## config.mk

```make
export PLATFORM = sky130hd
export DESIGN_NAME = phys_region_router
export DESIGN_NICKNAME = d
export VERILOG_FILES = /design/src/rtl/parr_pkg.sv /design/src/rtl/parr_cfg.sv /design/src/rtl/parr_decode.sv /design/src/rtl/phys_region_router.sv
export SDC_FILE = /design/constraint.sdc
export NUM_CORES = 2
export LEC_CHECK = 0
export ABC_AREA = 1
export CAP_MARGIN = 0
export CORE_ASPECT_RATIO = 0.7
export CORE_MARGIN = 2
export CORE_UTILIZATION = 63
export CTS_CLUSTER_DIAMETER = 150
export DETAILED_ROUTE_END_ITERATION = 6
export PLACE_DENSITY = 0.88
export SLEW_MARGIN = 30
export SYNTH_ARGS = -nofsm -noshare
export SYNTH_HDL_FRONTEND = slang
export SYNTH_HIERARCHICAL = 1
export SYNTH_SLANG_ARGS = --single-unit
```

## constraint.sdc

```tcl
create_clock -name clk -period 8.9 [get_ports clk]
set_clock_uncertainty 0.2 [all_clocks]
set_input_delay 1.78 -clock clk [delete_from_list [all_inputs] [get_ports clk]]
set_output_delay 1.78 -clock clk [all_outputs]
set_load 0.005 [all_outputs]
```

## src/rtl/parr_pkg.sv

```systemverilog
package parr_pkg;

    localparam int PA_W     = 36;
    localparam int DEVIDX_W = 4;

    typedef logic [PA_W-1:0] paddr_t;

    localparam paddr_t LEGACY_LO      = 36'h0_000A_0000;
    localparam paddr_t LEGACY_HI      = 36'h0_000F_FFFF;
    localparam paddr_t BELOW_4G_TOP   = 36'h0_FFFF_FFFF;
    localparam paddr_t HOLE_BASE_RST  = 36'h0_C000_0000;

    // configuration select codes for the global registers
    localparam int SEL_HOLE_BASE = 0;
    localparam int SEL_RCL_BASE  = 1;
    localparam int SEL_RCL_LIM   = 2;
    // window i occupies codes 4*(i+1) + field
    localparam int FLD_BASE  = 0;
    localparam int FLD_LIMIT = 1;
    localparam int FLD_CTRL  = 2;

    typedef enum logic [1:0] {
        DST_RAM  = 2'd0,
        DST_DEV  = 2'd1,
        DST_NONE = 2'd2
    } dst_kind_e;

    typedef struct packed {
        dst_kind_e             kind;
        logic [DEVIDX_W-1:0]   dev;
        paddr_t                addr;
    } route_t;

    typedef struct packed {
        logic                  en;
        logic [DEVIDX_W-1:0]   dev;
        paddr_t                base;
        paddr_t                limit;
    } window_t;

    function automatic logic in_span(paddr_t a, paddr_t lo, paddr_t hi);
        return (a >= lo) && (a <= hi);
    endfunction

    function automatic int win_sel(int idx, int fld);
        return 4 * (idx + 1) + fld;
    endfunction

endpackage

```

## src/rtl/parr_cfg.sv

```systemverilog
module parr_cfg
    import parr_pkg::*;
#(
    parameter int N_REGION = 4,
    parameter int SEL_W    = 5
) (
    input  logic             clk,
    input  logic             rst,
    input  logic             wr_en,
    input  logic [SEL_W-1:0] wr_sel,
    input  paddr_t           wr_data,
    output window_t          win [N_REGION],
    output paddr_t           hole_base,
    output paddr_t           rcl_base,
    output paddr_t           rcl_lim
);

    always_ff @(posedge clk) begin
        if (rst) begin
            hole_base <= HOLE_BASE_RST;
            rcl_base  <= '1;
            rcl_lim   <= '0;
        end else if (wr_en) begin
            if (wr_sel == SEL_W'(SEL_HOLE_BASE)) hole_base <= wr_data;
            if (wr_sel == SEL_W'(SEL_RCL_BASE))  rcl_base  <= wr_data;
            if (wr_sel == SEL_W'(SEL_RCL_LIM))   rcl_lim   <= wr_data;
        end
    end

    for (genvar i = 0; i < N_REGION; i++) begin : g_win
        localparam int S_BASE  = win_sel(i, FLD_BASE);
        localparam int S_LIMIT = win_sel(i, FLD_LIMIT);
        localparam int S_CTRL  = win_sel(i, FLD_CTRL);

        always_ff @(posedge clk) begin
            if (rst) begin
                win[i] <= '0;
            end else if (wr_en) begin
                if (wr_sel == SEL_W'(S_BASE))  win[i].base  <= wr_data;
                if (wr_sel == SEL_W'(S_LIMIT)) win[i].limit <= wr_data;
                if (wr_sel == SEL_W'(S_CTRL)) begin
                    win[i].en  <= wr_data[0];
                    win[i].dev <= wr_data[DEVIDX_W:1];
                end
            end
        end
    end

endmodule

```

## src/rtl/parr_decode.sv

```systemverilog
module parr_decode
    import parr_pkg::*;
#(
    parameter int N_REGION = 4,
    parameter int N_DEV    = 3
) (
    input  paddr_t  addr,
    input  window_t win [N_REGION],
    input  paddr_t  hole_base,
    input  paddr_t  rcl_base,
    input  paddr_t  rcl_lim,
    output route_t  route
);

    logic [N_REGION-1:0] hit;

    for (genvar i = 0; i < N_REGION; i++) begin : g_hit
        assign hit[i] = win[i].en && in_span(addr, win[i].base, win[i].limit);
    end

    logic                found;
    logic [DEVIDX_W-1:0] pick;

    // lowest index wins: scan upward and keep the first hit
    always_comb begin
        found = 1'b0;
        pick  = '0;
        for (int i = 0; i < N_REGION; i++) begin
            if (!found && hit[i]) begin
                found = 1'b1;
                pick  = win[i].dev;
            end
        end
    end

    always_comb begin
        route.kind = DST_RAM;
        route.dev  = '0;
        route.addr = addr;
        if (found) begin
            if (int'(pick) < N_DEV) begin
                route.kind = DST_DEV;
                route.dev  = pick;
            end else begin
                route.kind = DST_NONE;
            end
        end else if (in_span(addr, LEGACY_LO, LEGACY_HI)) begin
            route.kind = DST_NONE;
        end else if (in_span(addr, hole_base, BELOW_4G_TOP)) begin
            route.kind = DST_NONE;
        end else if (in_span(addr, rcl_base, rcl_lim)) begin
            route.addr = addr - rcl_base + hole_base;
        end
    end

endmodule

```

## src/rtl/phys_region_router.sv

```systemverilog
module phys_region_router
    import parr_pkg::*;
#(
    parameter int N_REGION = 4,
    parameter int N_DEV    = 3,
    parameter int DATA_W   = 32,
    parameter int SEL_W    = $clog2(4 * (N_REGION + 1))
) (
    input  logic                    clk,
    input  logic                    rst,
    input  logic                    req_valid,
    output logic                    req_ready,
    input  logic [PA_W-1:0]         req_addr,
    input  logic                    req_we,
    input  logic [DATA_W-1:0]       req_wdata,
    output logic                    rsp_valid,
    output logic                    rsp_err,
    output logic [DATA_W-1:0]       rsp_rdata,
    input  logic                    cfg_we,
    input  logic [SEL_W-1:0]        cfg_sel,
    input  logic [PA_W-1:0]         cfg_wdata,
    output logic                    ram_valid,
    input  logic                    ram_ready,
    output logic [PA_W-1:0]         ram_addr,
    output logic                    ram_we,
    output logic [DATA_W-1:0]       ram_wdata,
    input  logic [DATA_W-1:0]       ram_rdata,
    output logic [N_DEV-1:0]        dev_valid,
    input  logic [N_DEV-1:0]        dev_ready,
    output logic [PA_W-1:0]         dev_addr,
    output logic                    dev_we,
    output logic [DATA_W-1:0]       dev_wdata,
    input  logic [N_DEV*DATA_W-1:0] dev_rdata
);

    window_t win [N_REGION];
    paddr_t  hole_base, rcl_base, rcl_lim;
    route_t  route_d, route_q;

    logic              busy_q;
    logic              we_q;
    logic [DATA_W-1:0] wdata_q;
    logic              rsp_valid_q, rsp_err_q;
    logic [DATA_W-1:0] rsp_rdata_q;

    logic              accept, done;
    logic [N_DEV-1:0]  dev_ack;
    logic [DATA_W-1:0] tgt_rdata;

    parr_cfg #(.N_REGION(N_REGION), .SEL_W(SEL_W)) u_cfg (
        .clk       (clk),
        .rst       (rst),
        .wr_en     (cfg_we && !busy_q),
        .wr_sel    (cfg_sel),
        .wr_data   (cfg_wdata),
        .win       (win),
        .hole_base (hole_base),
        .rcl_base  (rcl_base),
        .rcl_lim   (rcl_lim)
    );

    parr_decode #(.N_REGION(N_REGION), .N_DEV(N_DEV)) u_dec (
        .addr      (req_addr),
        .win       (win),
        .hole_base (hole_base),
        .rcl_base  (rcl_base),
        .rcl_lim   (rcl_lim),
        .route     (route_d)
    );

    assign accept    = req_valid && !busy_q;
    assign req_ready = !busy_q;

    assign ram_valid = busy_q && (route_q.kind == DST_RAM);
    assign ram_addr  = route_q.addr;
    assign ram_we    = we_q;
    assign ram_wdata = wdata_q;

    for (genvar j = 0; j < N_DEV; j++) begin : g_dev
        assign dev_valid[j] = busy_q && (route_q.kind == DST_DEV)
                              && (route_q.dev == DEVIDX_W'(j));
        assign dev_ack[j]   = dev_valid[j] && dev_ready[j];
    end

    assign dev_addr  = route_q.addr;
    assign dev_we    = we_q;
    assign dev_wdata = wdata_q;

    always_comb begin
        tgt_rdata = ram_rdata;
        for (int j = 0; j < N_DEV; j++) begin
            if (dev_valid[j]) tgt_rdata = dev_rdata[j*DATA_W +: DATA_W];
        end
    end

    assign done = busy_q && ((route_q.kind == DST_NONE)
                             || (ram_valid && ram_ready)
                             || (|dev_ack));

    always_ff @(posedge clk) begin
        if (rst) begin
            busy_q      <= 1'b0;
            route_q     <= '{kind: DST_RAM, dev: '0, addr: '0};
            we_q        <= 1'b0;
            wdata_q     <= '0;
            rsp_valid_q <= 1'b0;
            rsp_err_q   <= 1'b0;
            rsp_rdata_q <= '0;
        end else begin
            rsp_valid_q <= 1'b0;
            if (accept) begin
                busy_q  <= 1'b1;
                route_q <= route_d;
                we_q    <= req_we;
                wdata_q <= req_wdata;
            end else if (done) begin
                busy_q      <= 1'b0;
                rsp_valid_q <= 1'b1;
                rsp_err_q   <= (route_q.kind == DST_NONE);
                rsp_rdata_q <= (route_q.kind == DST_NONE) ? '1 : tgt_rdata;
            end
        end
    end

    assign rsp_valid = rsp_valid_q;
    assign rsp_err   = rsp_err_q;
    assign rsp_rdata = rsp_rdata_q;

endmodule

```

# Yosys cells after proc, flatten, opt, wreduce, memory -nomap -nowiden

Index checks and enable logic that the tools add are counted.

Add/sub/neg operators: 2
Order comparisons: 15
Equality and inequality tests: 18
Multiplexer cells: 25
Bitwise operators: 1
Reduce and logical (&&, ||, !) cells: 54

Operator list:

| kind                 | count |
|---|---|
| $ge 36x36->1         | 6 |
| $le 36x36->1         | 5 |
| $mux 36              | 4 |
| $mux 32              | 4 |
| $add 36x36->36       | 1 |
| $ge 36x20->1 const B | 1 |
| $le 36x20->1 const B | 1 |
| $le 36x32->1 const B | 1 |
| $sub 36x36->36       | 1 |
| $reduce_and 2->1     | 16 |
| $eq 5x4->1 const B   | 6 |
| $logic_and 1x1->1    | 26 |
| $mux 4               | 6 |
| $eq 5x3->1 const B   | 3 |
| $eq 5x5->1 const B   | 3 |
| $mux 2               | 4 |
| $mux 1               | 7 |
| $eq 5x1->1 const B   | 1 |
| $eq 5x2->1 const B   | 1 |
| $logic_not 5->1      | 1 |
| $eq 4x1->1 const B   | 1 |
| $eq 4x2->1 const B   | 1 |
| $logic_not 1->1      | 4 |
| $logic_not 4->1      | 1 |
| other kinds (9)      | 10 |

Bits in registers: 526
Input bits: 246
Output and inout port bits: 177
Word-level logic and storage cells: 143

# Longest topological paths before layout

Depth in word-level cells: 16
Gate-level depth with buffers: 25
Mapped depth without buffers: 25

# Cells and area by module

The synthesis kept the hierarchy.

Modules (own cells, without submodules):

| module             | times used | cells each | area an instance (um2) | sequential area each (um2) |
|---|---|---|---|---|
| parr_cfg           | 1          | 2879       | 18091.1                | 8328.0 |
| parr_decode        | 1          | 2393       | 14590.2                | 0.0 |
| phys_region_router | 1          | 1055       | 6515.0                 | 2202.1 |

# Worst setup path after synthesis

No wires, ideal clock.

Path type: input to register
Start: input port req_addr[0]
End: register route_q (netlist bit dev_addr[26])
Library setup time: 0.116 ns
Arrival: 4.341 ns
Required time: 8.584 ns
Slack: 4.243 ns
Stages: 16
Buffers on the path: 0
Cell sequence: inv_1 > ha_1 > inv_1 > ha_1 > inv_1 > fa_1 > o21ai_1 > a21boi_0 > o21ai_1 > nand2_1 > nand2_1 > a31oi_1 > xor2_1 > o21ai_2 > o21ai_0 > nor2_1

RTL lines:

| element                | line                      | source |
|---|---|---|
| start: declaration     | phys_region_router.sv:13  | `input logic [PA_W-1:0] req_addr,` |
| end signal: assignment | phys_region_router.sv:103 | `route_q <= '{kind: DST_RAM, dev: '0, addr: '0};` |
| end signal: assignment | phys_region_router.sv:113 | `route_q <= route_d;` |
| end: declaration       | phys_region_router.sv:38  | `route_t route_d, route_q;` |

==> flow_summary.ini <==
[timing]
slew_violations = 0
worst_pin_slew_ns = 1.21
fmax_mhz = 159
finalCriticalPeriod_ns = 6.27
relSlewSlack = 0.186
rsz0062_at_grt = no
setup_viol = 0
period_share = 0.704
hold_viol_final = 0
fin_tns_setup_ns = 0

[yosys]
ys_seq_area_frac = 0.269
avgSynthCellArea_um2 = 6.20
netlist_area_um2 = 39200
ys_seq_elements = 526
synth_cell_types = 49
synth_warnings = 6
ys.flop_type = dfxtp_1
synthArstFlopShare = 0
postSynthCellCount = 6327
synth_edf_count = 0

[final_layout]
drive_gt1_frac = 0.0284
syn2layout_area_growth_pct = 14.7
final_common_cell = nand2_1
final_cell_mix = nand2_1 (1572), inv_1 (1408), nor2_1 (913)
fill_cells = 5058
fin_nets = 7232

[global_routing]
track_usage = 0.378
antenna_found_initial = 5
grt_max_degree = 213
grt_pass1_vias = 35500
overflow = 0
grt_pass1_wl_um = 193000

[power_and_ir_drop]
pwr-share-comb = 0.187
p_int_mw = 4.21
seq_power_share = 0.415
power.total_mw = 5.96
sw_frac_of_total = 0.294
ir_drop_mv = 0.129
power.density_nw_per_um2 = 133
clkPwrFrac = 0.398
power_leakage_nw = 22.5
p_sw_mw = 1.76

[worst_hold_path]
min_path_type = reg2reg

[setup_path]
end_kind = register
crit_chain = clkdlybuf4s50_1, ha_1, nand2_1, nor2_1, nand2_1, nor2_1, nand4_1, nand4_1, nand3_1, nand3_4, nor2_4, nand3_2, buf_4, nand2_1, o21ai_2, o21ai_0, nor2_1
path_class = in2reg
cp_slowest_cell = clkdlybuf4s50_1
slowest_delay_ns = 0.87
worstPathRequired_ns = 9.26
cp_max_fo = 34
start_kind = input pin
cp.arrival_ns = 6.63

[clocking]
numCtsBuffers = 55
clkLatencyLatePin_ns = 0.64
h-tree-depth = 2
cts_resized = 0
cts_buffer_depth = 3
path_clk_slew_ns = 0.06
clkSinkCount = 526
tritoncts = yes
cts_root_buf = clkbuf_16
post_cts_buffers = 0
cts_hold_buf = 0

[die]
core.rowCount = 76
pin_count = 423
core_um2 = 61500
die_area_um2 = 64300
start_util = 0.637
die_y_um = 213
dieWidth_um = 302

[detailed_routing]
vias = 39300
viasPerCell = 5.32
routedWlPerCell_um = 17.1
ant_nets = 0
drc_errors = 7
drt-total-wl_um = 126000
drt_pass1_iterations = 7
drt_iter0_drc = 4247

[placed_design]
gp_congestion = 0.985
dp_hpwl_um = 90200
port_buffers = 422

[outcome]
violations = DRC
status = finished with violations

[flow_run]
drv_cap = 0
sequential cells by signal (all words and copies together) (netlist names):
| signal | cells |
|---|---|
| dev_wdata | 32 |
| busy_q | 1 |
| dev_we | 1 |
| route_q | 6 |
| u_cfg/rcl_lim | 36 |
| rsp_valid | 1 |
| dev_addr | 36 |
| u_cfg/hole_base | 36 |
| rsp_rdata | 32 |
| u_cfg/rcl_base | 36 |
| rsp_err | 1 |
| u_cfg/win | 308 |
metrics by stage:
| step | std cells | hold slack (ns) | utilization | setup WS (ns) | instance area, µm² |
|---|---|---|---|---|---|
| 5_1_grt | 7378 | 0.295 | 0.731 | 2.37 | 45000 |
| 4_1_cts | 7376 | 0.273 | 0.729 | 2.95 | 44900 |
| 3_3_place_gp | 7279 | 0.256 | 0.700 | 2.42 | 43000 |
| 2_1_floorplan | 6328 | 0.242 | - | 4.24 | 39200 |
| 3_5_place_dp | 7279 | 0.261 | 0.700 | 2.29 | 43100 |
| 6_report | 7382 | 0.276 | 0.731 | 2.63 | 45000 |
synthesized netlist by cell type (all sizes together), types with 2 or more instances:
master,count,area share
xor2,17,0.0038
a21oi,214,0.028
inv,1415,0.14
nor4,16,0.0027
nand3,422,0.056
fa,35,0.018
a21boi,4,0.00077
a21o,17,0.0033
or2,3,0.00048
ha,432,0.14
nand2,1578,0.15
a211oi,3,0.00057
clkbuf,149,0.014
nand4,44,0.0070
buf,177,0.030
o31ai,2,0.00038
nand3b,41,0.0079
o21a,6,0.0011
nor2,931,0.091
clkinv,8,0.00077
dfxtp,526,0.27
a31oi,18,0.0029
xnor2,19,0.0042
o211ai,8,0.0015
and2,3,0.00048
nor3,12,0.0015
o21bai,7,0.0013
o21ai,215,0.028
power by group through the flow:
stage          sequential (mW)  combinational, mW  clock (mW)
2_1_floorplan             2.50              0.627           0
3_3_place_gp              2.52               1.04           0
3_5_place_dp              2.52               1.07           0
4_1_cts                   2.47               1.08        2.38
5_1_grt                   2.48               1.23        2.48
6_report                  2.47               1.12        2.37
layer usage:
metal	wire, µm	global-route usage
met4	4110	0.123
met5	69	0
met3	15600	0.0858
met1	53500	0.540
met2	52800	0.563
area by class of cell:
cell class              count  area [µm²]  share of cell area
diodes                      4        10.0            0.000223
clock inverters            15         140             0.00312
clock buffers              82        1660              0.0369
flip-flops and latches    526       10500               0.234
well taps                 819        1020              0.0228
inverters                1423        5350               0.119
repair buffers            460        4570               0.102
multi-input cells        4053       21700               0.482
worst max-delay path, delay by kind of cell:
family | cells | cell delay (ns)
AO/OA/AOI/OAI | 2 | 0.18
buffers and inverters | 2 | 1.36
adder cells (fa/ha/maj) | 1 | 0.56
AND/OR/NAND/NOR | 12 | 2.71
path summary, 6_finish.rpt:
path	from	to	slack [ns]	cells past startpoint
max	req_addr[35]	dev_addr[1]$_SDFFE_PP0P_	2.63	17
min	u_cfg/hole_base[31]$_SDFFE_PP1P_	u_cfg/hole_base[31]$_SDFFE_PP1P_	0.28	2
max reg2reg	u_cfg/win[148]$_SDFFE_PP0P_	dev_addr[1]$_SDFFE_PP0P_	4.55	17
min reg2reg	u_cfg/hole_base[31]$_SDFFE_PP1P_	u_cfg/hole_base[31]$_SDFFE_PP1P_	0.28	2
cell families after synthesis:
family          Yosys count  share of synthesized area
compound gates          495                     0.0678
xor+xnor                 36                    0.00804
fa+ha+maj               467                      0.156
buf+inv                1749                      0.181
flops                   526                      0.269
other cells               1                  0.0000957
simple gates           3053                      0.319
Power figures use the tool's default switching activity.
